[src/rtl/i2c_cmd_pkg.sv]
package i2c_cmd_pkg;

    typedef enum logic [2:0] {
        ST_IDLE,
        ST_START,
        ST_SEND,
        ST_RSTART,
        ST_RECV,
        ST_STOP
    } phase_e;

    typedef enum logic [1:0] {
        BY_ADDR_WR,
        BY_INDEX,
        BY_DATA,
        BY_ADDR_RD
    } byte_e;

    typedef struct packed {
        phase_e     st;
        byte_e      by;
        logic [1:0] ph;
        logic [3:0] bitn;
        logic [7:0] sh;
        logic       nak;
        logic       rd;
        logic [6:0] addr;
        logic [7:0] idx;
        logic [7:0] wdat;
        logic [7:0] rdat;
        logic       err;
    } ctl_s;

endpackage

[src/rtl/i2c_quarter_tick.sv]
module i2c_quarter_tick #(
    parameter int QDIV = 62
) (
    input  logic clk,
    input  logic rst_n,
    input  logic run,
    output logic tick
);
    localparam int CW = (QDIV > 1) ? $clog2(QDIV) : 1;
    localparam logic [CW-1:0] LAST = CW'(QDIV - 1);

    logic [CW-1:0] cnt_d, cnt_q;

    always_comb begin
        tick  = run && (cnt_q == LAST);
        cnt_d = cnt_q + 1'b1;
        if (!run || tick) cnt_d = '0;
    end

    always_ff @(posedge clk or negedge rst_n) begin
        if (!rst_n) cnt_q <= '0;
        else        cnt_q <= cnt_d;
    end
endmodule

[src/rtl/i2c_cmd_lanes.sv]
module i2c_cmd_lanes #(
    parameter int LANES = 4,
    parameter int LW    = 8,
    localparam int SELW = $clog2(LANES)
) (
    input  logic                      clk,
    input  logic                      rst_n,
    input  logic                      we,
    input  logic [SELW-1:0]           lane,
    input  logic [LW-1:0]             din,
    output logic [(LANES-1)*LW-1:0]   upper
);
    for (genvar g = 1; g < LANES; g++) begin : g_lane
        logic [LW-1:0] val_d, val_q;
        always_comb begin
            val_d = val_q;
            if (we && lane == SELW'(g)) val_d = din;
        end
        always_ff @(posedge clk or negedge rst_n) begin
            if (!rst_n) val_q <= '0;
            else        val_q <= val_d;
        end
        assign upper[(g-1)*LW +: LW] = val_q;
    end
endmodule

[src/rtl/i2c_line_decode.sv]
module i2c_line_decode
    import i2c_cmd_pkg::*;
(
    input  phase_e     st,
    input  logic [1:0] ph,
    input  logic [3:0] bitn,
    input  logic       msb,
    output logic       scl_lo,
    output logic       sda_lo
);
    always_comb begin
        scl_lo = 1'b0;
        sda_lo = 1'b0;
        unique case (st)
            ST_START: begin
                scl_lo = (ph == 2'd3);
                sda_lo = (ph != 2'd0);
            end
            ST_SEND: begin
                scl_lo = (ph == 2'd0) || (ph == 2'd3);
                sda_lo = (bitn != 4'd8) && !msb;
            end
            ST_RECV: begin
                scl_lo = (ph == 2'd0) || (ph == 2'd3);
            end
            ST_RSTART: begin
                scl_lo = (ph == 2'd0) || (ph == 2'd3);
                sda_lo = ph[1];
            end
            ST_STOP: begin
                scl_lo = (ph == 2'd0);
                sda_lo = !ph[1];
            end
            default: ;
        endcase
    end
endmodule

[src/rtl/i2c_cmd_master.sv]
module i2c_cmd_master
    import i2c_cmd_pkg::*;
#(
    parameter int CLK_HZ = 25_000_000,
    parameter int SCL_HZ = 100_000
) (
    input  logic       clk,
    input  logic       rst_n,
    input  logic       cmd_we,
    input  logic [1:0] cmd_lane,
    input  logic [7:0] cmd_byte,
    output logic [7:0] rd_byte,
    output logic       busy,
    output logic       ack_err,
    output logic       scl_lo,
    output logic       sda_lo,
    input  logic       sda_in
);
    localparam int LANES = 4;
    localparam int LW    = 8;
    localparam int QDIV  = CLK_HZ / (4 * SCL_HZ);

    ctl_s q, d;
    logic tick;
    logic [(LANES-1)*LW-1:0] upper;
    logic       cfg_rd;
    logic [6:0] cfg_addr;
    logic [7:0] cfg_idx;
    logic       lane_unused;

    i2c_quarter_tick #(.QDIV(QDIV)) tick_i (
        .clk(clk), .rst_n(rst_n), .run(q.st != ST_IDLE), .tick(tick)
    );

    i2c_cmd_lanes #(.LANES(LANES), .LW(LW)) lanes_i (
        .clk(clk), .rst_n(rst_n), .we(cmd_we), .lane(cmd_lane),
        .din(cmd_byte), .upper(upper)
    );

    assign cfg_rd      = upper[3*LW-1];
    assign cfg_addr    = upper[LW +: 7];
    assign cfg_idx     = upper[0 +: LW];
    assign lane_unused = ^{upper[2*LW +: LW-1], upper[2*LW-1]};

    i2c_line_decode dec_i (
        .st(q.st), .ph(q.ph), .bitn(q.bitn), .msb(q.sh[7]),
        .scl_lo(scl_lo), .sda_lo(sda_lo)
    );

    always_comb begin
        d = q;
        unique case (q.st)
            ST_IDLE: begin
                if (cmd_we && cmd_lane == 2'd0) begin
                    d.st   = ST_START;
                    d.ph   = 2'd0;
                    d.rd   = cfg_rd;
                    d.addr = cfg_addr;
                    d.idx  = cfg_idx;
                    d.wdat = cmd_byte;
                    d.err  = 1'b0;
                end
            end
            ST_START, ST_RSTART: begin
                if (tick) begin
                    d.ph = q.ph + 2'd1;
                    if (q.ph == 2'd3) begin
                        d.st   = ST_SEND;
                        d.bitn = 4'd0;
                        d.by   = (q.st == ST_START) ? BY_ADDR_WR : BY_ADDR_RD;
                        d.sh   = {q.addr, q.st == ST_RSTART};
                    end
                end
            end
            ST_SEND: begin
                if (tick) begin
                    d.ph = q.ph + 2'd1;
                    if (q.ph == 2'd2 && q.bitn == 4'd8) d.nak = sda_in;
                    if (q.ph == 2'd3) begin
                        if (q.bitn != 4'd8) begin
                            d.sh   = {q.sh[6:0], 1'b0};
                            d.bitn = q.bitn + 4'd1;
                        end else begin
                            d.bitn = 4'd0;
                            if (q.nak && q.by != BY_DATA) begin
                                d.err = 1'b1;
                                d.st  = ST_STOP;
                            end else begin
                                unique case (q.by)
                                    BY_ADDR_WR: begin
                                        d.by = BY_INDEX;
                                        d.sh = q.idx;
                                    end
                                    BY_INDEX: begin
                                        if (q.rd) d.st = ST_RSTART;
                                        else begin
                                            d.by = BY_DATA;
                                            d.sh = q.wdat;
                                        end
                                    end
                                    BY_DATA:    d.st = ST_STOP;
                                    BY_ADDR_RD: d.st = ST_RECV;
                                    default: ;
                                endcase
                            end
                        end
                    end
                end
            end
            ST_RECV: begin
                if (tick) begin
                    d.ph = q.ph + 2'd1;
                    if (q.ph == 2'd2 && q.bitn != 4'd8) d.sh = {q.sh[6:0], sda_in};
                    if (q.ph == 2'd3) begin
                        if (q.bitn == 4'd7) d.rdat = q.sh;
                        if (q.bitn == 4'd8) begin
                            d.bitn = 4'd0;
                            d.st   = ST_STOP;
                        end else begin
                            d.bitn = q.bitn + 4'd1;
                        end
                    end
                end
            end
            ST_STOP: begin
                if (tick) begin
                    d.ph = q.ph + 2'd1;
                    if (q.ph == 2'd3) d.st = ST_IDLE;
                end
            end
            default: d.st = ST_IDLE;
        endcase
    end

    always_ff @(posedge clk or negedge rst_n) begin
        if (!rst_n) q <= '0;
        else        q <= d;
    end

    assign busy    = (q.st != ST_IDLE);
    assign ack_err = q.err;
    assign rd_byte = q.rdat;
endmodule

[config.mk]
export PLATFORM = sky130hd
export DESIGN_NAME = i2c_cmd_master
export DESIGN_NICKNAME = d
export VERILOG_FILES = /design/src/rtl/i2c_cmd_pkg.sv /design/src/rtl/i2c_quarter_tick.sv /design/src/rtl/i2c_cmd_lanes.sv /design/src/rtl/i2c_line_decode.sv /design/src/rtl/i2c_cmd_master.sv
export SDC_FILE = /design/constraint.sdc
export NUM_CORES = 1
export LEC_CHECK = 0
export BUFFER_PORTS_ARGS = -buffer_cell sky130_fd_sc_hd__buf_4
export CORE_ASPECT_RATIO = 1.1
export CORE_UTILIZATION = 40
export CTS_CLUSTER_DIAMETER = 40
export DETAILED_ROUTE_END_ITERATION = 16
export GPL_TIMING_DRIVEN = 0
export MAX_ROUTING_LAYER = met4
export SYNTH_ARGS = -nofsm -noshare
export SYNTH_HDL_FRONTEND = slang
export SYNTH_SLANG_ARGS = --single-unit
[constraint.sdc]
create_clock -name clk -period 1.7 [get_ports clk]
set_input_delay 0.085 -clock clk [delete_from_list [all_inputs] [get_ports clk]]
set_output_delay 0.085 -clock clk [all_outputs]
set_load 0.02 [all_outputs]
==> flow_metrics.tcl, run 1 <==
set metrics [dict create \
    status "finished with violations" \
    failed_checks "negative setup slack" \
    dp_hpwl_um 6173 \
    synth.top_cell.area_share_pct 47.63 \
    synth_edf_count 0 \
    avgRoutedWirePerCell_um 16.50 \
    nets 509 \
    hold_start "cmd_lane[1]" \
    startpoint_type "register" \
    clock_latency_ps 360 \
    startpoint "q[42]$_DFFE_PN0P_" \
    hold_class "input port to register" \
    finalNonFillerCells 610 \
    drt-vias-per-instance 5.408 \
    yosysTopAreaCell "dfrtp_1" \
    dp_cells 545 \
    cp_max_fo 6 \
    io_pins 26 \
    ys_ff_latch 75 \
    fillCellCount 786 \
    crit_top_cell "buf_6" \
    path_clk_slew_ps 90 \
    synth_fp_nets 424 \
    maxSlewHeadroom_pct 36.42 \
    period_minus_slack_ps 1875 \
    power_density_mw_per_mm2 1148 \
    drive_gt1_share_pct 51.32 \
    grt_pass1_wl_um 15790 \
    dpl-instance-area_sq_mm 0.004297 \
    fp.coreArea_sq_mm 0.009444 \
    drv_slew 0 \
    antenna_cells 0 \
    regArea_sq_mm 0.001883 \
    ant_nets 0 \
    critical_path.cell_chain "inv_1 -> ha_2 -> nand3b_1 -> buf_6 -> buf_6 -> nand2_2 -> o21ai_2 -> a221o_1 -> mux2_4" \
    first_global_vias 3158 \
    crit_path_max_incr_delay_ps 400 \
    vias 3299 \
    synthTopCellsByArea "dfrtp_1 48%, nand2_1 8.9%, mux2_2 8.3%" \
    drt_wl_total_um 10070 \
    cp_slowest_cell "dfrtp_1" \
    max_freq_ghz 0.5332 \
    rows 37 \
    power_mw 6.486 \
    antenna_found_initial 0 \
    synth.area.mux_share_pct 13.88 \
    root_buffer "clkbuf_8" \
    fin_hold_ws_ps 87.31 \
    yosysUniqueCellTypes 52 \
    max-cap-violations 0 \
    rsz0062_at_grt "true" \
    grt_usage_pct 19.89 \
    peakVddDrop_mv 0.6464 \
    h-tree-depth 3 \
    drc 0 \
    synth_compound_area_share_pct 10.48 \
    globalplace.congestion 0.8992 \
    syn_area_sq_mm 0.003940 \
    postLayoutCoreUtil_pct 59.83 \
    drtIter0Drc 232 \
    cp.required_ps 1950 \
    arrival_ps 2120 \
    yosysMostFrequentCell "nand2_1" \
    cts_buffer_depth 2 \
    drtPass1Iterations 5 \
    timing.rr.start "q[42]$_DFFE_PN0P_" \
    multi_input_area_sq_mm 0.002441 \
    worst-path-buf-inv 3 \
    synthToLayoutAreaGrowth_pct 43.41 \
    yosysSeqAreaShare_pct 47.63 \
    synth_top_family_by_area "simple AND/OR/NAND/NOR gates" \
    endpoint_kind "register" \
    cpLargestDelayFamily "flip-flops" \
    finalClockSkew_ps 7.805 \
    clock-sinks 75 \
    synthAdderAreaFrac_pct 2.223 \
    p_leak_nw 2.586 \
    setup.worst_path.class "register to register" \
    cts_inserted_buffers 9 \
    synthArstFlopShare_pct 100.0 \
    fin_area_sq_mm 0.005650 \
    yosys_warnings 0 \
    io_buffers 25 \
    dieArea_sq_mm 0.01025 \
    die_w_um 96.63 \
    fin_crit_sh_pct 110.3 \
    hold_viol_final 0 \
    setup_ws_ps -175.4 \
    synth_flop_cell "dfrtp_1" \
    synth_common_cells "93 x nand2_1, 75 x dfrtp_1, 32 x nor2_1" \
    grt_overflow_total 0 \
    syn_inst 403 \
    tritoncts "yes" \
    tightest_slew_ps 953.7 \
    grt_max_degree 76 \
    synthSimpleGateAreaFrac_pct 19.53 \
    setup_viol 36 \
    die_y_um 106.1 \
    syn_avg_cell_area_sq_um 9.777 \
    yosys.area_share.xor_xnor_pct 1.334 \
    start_util_pct 41.72 \
]
[worst register-to-register path, delay by kind of cell, from the launching register on]
| family | cells | cell delay (ps) |
|---|---|---|
| simple gates | 2 | 190 |
| flops | 1 | 400 |
| mux | 1 | 270 |
| fa+ha+maj | 1 | 180 |
| compound gates | 2 | 370 |
| buf+inv | 3 | 360 |
[layout by cell type, fill, tap and decap left out, drive strengths merged, types with 3 or more instances in the layout]
master and instances:
a21oi 19, nor3 3, dfrtp 75, nor2b 11, nand2 94, nand2b 3, nor2 33, xnor2 3
dlygate4sd3 10, ha 7, nand3b 3, mux2 37, inv 12, buf 84, nor3b 3, nand3 9
mux2i 10, clkinv 3, clkbuf 15, o21ai 21, xor2 3, a221o 8
[layer usage]
| layer | track usage [%] | vias to the layer above | wire [um] |
|---|---|---|---|
| li1 | - | 1557 | - |
| met1 | 25.48 | 1609 | 4478 |
| met2 | 31.79 | 108 | 4862 |
| met3 | 2.959 | 25 | 418 |
| met4 | 8.102 | 0 | 308 |
| met5 | - | - | 0 |
[flip-flops by register name, summed over array words and instances (netlist names)]
| name | flops |
|---|---|
| ack_err | 1 |
| lanes_i.g_lane.val_q | 16 |
| q | 44 |
| rd_byte | 8 |
| tick_i.cnt_q | 6 |
[per-stage QoR]
step / TNS, ps / setup WS [ps]
after floorplan: -1989 / -117.7
after global placement: -11000 / -436.5
after detailed placement: -12690 / -472.9
after CTS: -3607 / -170.9
after global routing: -6139 / -266.3
final: -3483 / -175.4
[cells by family after synthesis]
| logic type | count (synthesis) |
|---|---|
| compound gates | 64 |
| xor+xnor | 6 |
| fa+ha+maj | 7 |
| buf+inv | 35 |
| flops | 75 |
| mux | 47 |
| simple gates | 169 |
[timing repair]
action                     in CTS  in global routing
setup buffers                  24                 13
setup endpoints to repair      51                 51
hold endpoints to repair      100                  0
pin swaps                      11                 71
cloned                          2                  2
resized for setup              66                123
hold buffers                   10                  0
[power breakdown]
part | leakage [nW] | internal (mW) | switching (mW)
clock network | 0.111 | 0.721 | 0.781
registers | 0.964 | 2.21 | 0.411
logic | 1.51 | 1.17 | 1.20
[area by class of cell]
class	instances	area share, %
Clock buffer	9	2.192
Clock inverter	7	1.683
Multi-Input combinational cell	293	43.20
Buffer	24	4.163
Tap cell	117	2.591
Sequential cell	75	33.33
Timing Repair Buffer	76	12.25
Inverter	9	0.5979
[worst paths after layout]
kind                                                               end  slack, ps  depth (start not counted)
worst min-delay path            lanes_i.g_lane[3].val_q[7]$_DFFE_PN0P_         90                          3
worst max-delay path                                 q[41]$_DFFE_PN0P_       -180                          9
max in group asynchronous                            q[46]$_DFFE_PN0P_        620                          2
worst max register to register                       q[41]$_DFFE_PN0P_       -180                          9
min in group asynchronous                            q[50]$_DFFE_PN0P_        400                          2
worst min register to register                       q[31]$_DFFE_PN0P_        470                          2
Note: power is estimated with default switching activity, not from simulation.
==> run 2: changes to the inputs <==
- ABC_AREA: unset -> 1
==> run 2 against run 1 <==
Net effect: the run now ends clean; fmax is 13% higher; sequential power hardly changed; worst hold slack got worse by 71 ps; critical path type is now register to output pin; critical endpoint is now scl_lo; highest routed layer unchanged.
==> flow_metrics.tcl, run 2 <==
set metrics [dict create \
    die_y_um 106.7 \
    dpl-instance-area_sq_mm 0.004317 \
    synth_edf_count 0 \
    grt_usage_pct 19.07 \
    clock-sinks 75 \
    hold_viol_final 0 \
    h-tree-depth 3 \
    antenna_cells 0 \
    period_minus_slack_ps 1666 \
    setup_ws_ps 33.73 \
    cp.required_ps 1620 \
    synthArstFlopShare_pct 100.0 \
    yosysTopAreaCell "dfrtp_1" \
    grt_overflow_total 0 \
    hold_start "cmd_byte[5]" \
    startpoint_type "register" \
    synthTopCellsByArea "dfrtp_1 47%, nand2_1 14%, inv_1 6.1%" \
    ant_nets 0 \
    dieArea_sq_mm 0.01036 \
    tritoncts "yes" \
    regToRegSetupSlack_ps 100 \
    fp.coreArea_sq_mm 0.009537 \
    rsz0062_at_grt "true" \
    power_density_mw_per_mm2 1327 \
    peakVddDrop_mv 0.6164 \
    start_util_pct 41.76 \
    yosysUniqueCellTypes 35 \
    globalplace.congestion 0.8518 \
    io_pins 26 \
    drt_wl_total_um 8770 \
    nets 584 \
    root_buffer "clkbuf_8" \
    setup_viol 0 \
    yosys_warnings 0 \
    dp_hpwl_um 6174 \
    die_w_um 97.14 \
    finalClockSkew_ps 9.035 \
    startpoint "q[50]$_DFFE_PN0P_" \
    largest_reg_flops 44 \
    drv_slew 0 \
    tightest_slew_ps 945.4 \
    drtPass1Iterations 4 \
    fin_crit_sh_pct 98.02 \
    synth_flop_cell "dfrtp_1" \
    status "finished, final reports clean" \
    io_buffers 25 \
    endpoint_kind "output pin" \
    fin_hold_ws_ps 15.85 \
    yosysMostFrequentCell "nand2_1" \
    antenna_found_initial 0 \
    max_freq_ghz 0.6001 \
    synth_common_cells "152 x nand2_1, 75 x dfrtp_1, 65 x inv_1" \
    p_leak_nw 2.501 \
    avgRoutedWirePerCell_um 12.80 \
    max_flop_register "q" \
    finalNonFillerCells 685 \
    arrival_ps 1580 \
    synth_fp_nets 526 \
    crit_top_cell "nand2_1" \
    hold_class "input port to register" \
    drive_gt1_share_pct 23.24 \
    drc 0 \
    yosysSeqAreaShare_pct 47.13 \
    setup.worst_path.class "register to output pin" \
    drt-vias-per-instance 4.809 \
    max-cap-violations 0 \
    timing.rr.start "q[50]$_DFFE_PN0P_" \
    vias 3294 \
    syn_area_sq_mm 0.003983 \
    grt_pass1_wl_um 15370 \
    synth.top_cell.area_share_pct 47.13 \
    first_global_vias 3292 \
    path_clk_slew_ps 80 \
    fin_area_sq_mm 0.004836 \
    cts_buffer_depth 2 \
    dp_cells 647 \
    maxSlewHeadroom_pct 36.97 \
    drtIter0Drc 136 \
    cts_inserted_buffers 9 \
    ys_ff_latch 75 \
    pre_cts_slack_ps -93.72 \
    clock_latency_ps 360 \
    cp_max_fo 8 \
    grt_max_degree 76 \
    rows 37 \
    power_mw 6.419 \
    critical_path.cell_chain "buf_6 -> nor2_4 -> nand2_4 -> buf_8 -> nand2_1 -> nand2_1 -> o221ai_1 -> buf_4" \
    crit_path_max_incr_delay_ps 370 \
    cp_slowest_cell "dfrtp_1" \
    syn_avg_cell_area_sq_um 7.886 \
    synthToLayoutAreaGrowth_pct 21.43 \
    mostFrequentLayoutCell "nand2_1" \
    layout_common_cells "148 x nand2_1, 73 x dfrtp_1, 64 x inv_1" \
    syn_inst 505 \
]
-- run 2: cell count changes after synthesis, sizes merged, moves of 7 or more --
cell   before  now
nand2      94  160
inv         9   68
o21ai      21   62
mux2       37    0
nand3       9   33
nor2b      11    0
mux2i      10    0
a221o       8    0
nor2       33   40
-- run 2: worst paths after layout --
path                            cells past startpoint                         to
worst max-delay path                                8                     scl_lo
worst min-delay path                                3          q[14]$_DFFE_PN0P_
worst max register to register                     10          q[40]$_DFFE_PN0P_
worst min register to register                      2     rd_byte[2]$_DFFE_PN0P_
max in group asynchronous                           2          q[51]$_DFFE_PN0P_
min in group asynchronous                           2  tick_i.cnt_q[3]$_DFF_PN0_
-- run 2: routing by layer --
metal	vias up	GRT usage, %	wire (um)
met5	-	-	0
met4	0	8.955	185
met3	12	2.934	295
met2	54	30.23	3956
met1	1522	24.15	4332
li1	1706	-	-
-- run 2: kinds of logic after synthesis --
| logic type | share of synthesized area (%) |
|---|---|
| compound gates | 12.60 |
| xor+xnor | 0.4399 |
| fa+ha+maj | 2.199 |
| buf+inv | 10.49 |
| flops | 47.13 |
| simple gates | 27.14 |
-- run 2: what timing repair did --
| action | 4_1_cts | 5_1_grt |
|---|---|---|
| buffers inserted | 7 | 9 |
| cloned | 0 | 0 |
| pin swaps | 3 | 10 |
| hold endpoints to repair | 80 | 0 |
| hold buffers | 6 | 0 |
| endpoints found under the setup margin | 12 | 24 |
| resized for setup | 13 | 28 |
-- run 2: report_power, final --
part | switching, mW | internal [mW] | total (mW)
registers | 0.331 | 2.28 | 2.61
logic | 1.47 | 0.957 | 2.42
clock network | 0.703 | 0.681 | 1.38
total | 2.50 | 3.92 | 6.42
-- run 2: per-stage QoR --
stage          utilization, %  TNS (ps)
2_1_floorplan               -         0
3_3_place_gp            45.26    -353.7
3_5_place_dp            45.26    -320.6
4_1_cts                 48.88    -13.98
5_1_grt                 50.71    -42.97
6_report                50.71         0
-- run 2: area by class of cell --
type,count,area [sq um]
Fill cell,955,4701
Clock inverter,6,66.31
Sequential cell,75,1879
Multi-Input combinational cell,338,1795
Timing Repair Buffer,47,367.9
Inverter,70,270.3
Buffer,22,182.7
Clock buffer,10,127.6
Tap cell,117,146.4
-- run 2: worst max-delay path, delay by kind of cell (launching register included) --
family / cells / cell delay (ps)
AOI/OAI and AO/OA: 1 / 80
buffers and inverters: 3 / 450
DFF: 1 / 370
and+or+nand+nor: 4 / 320
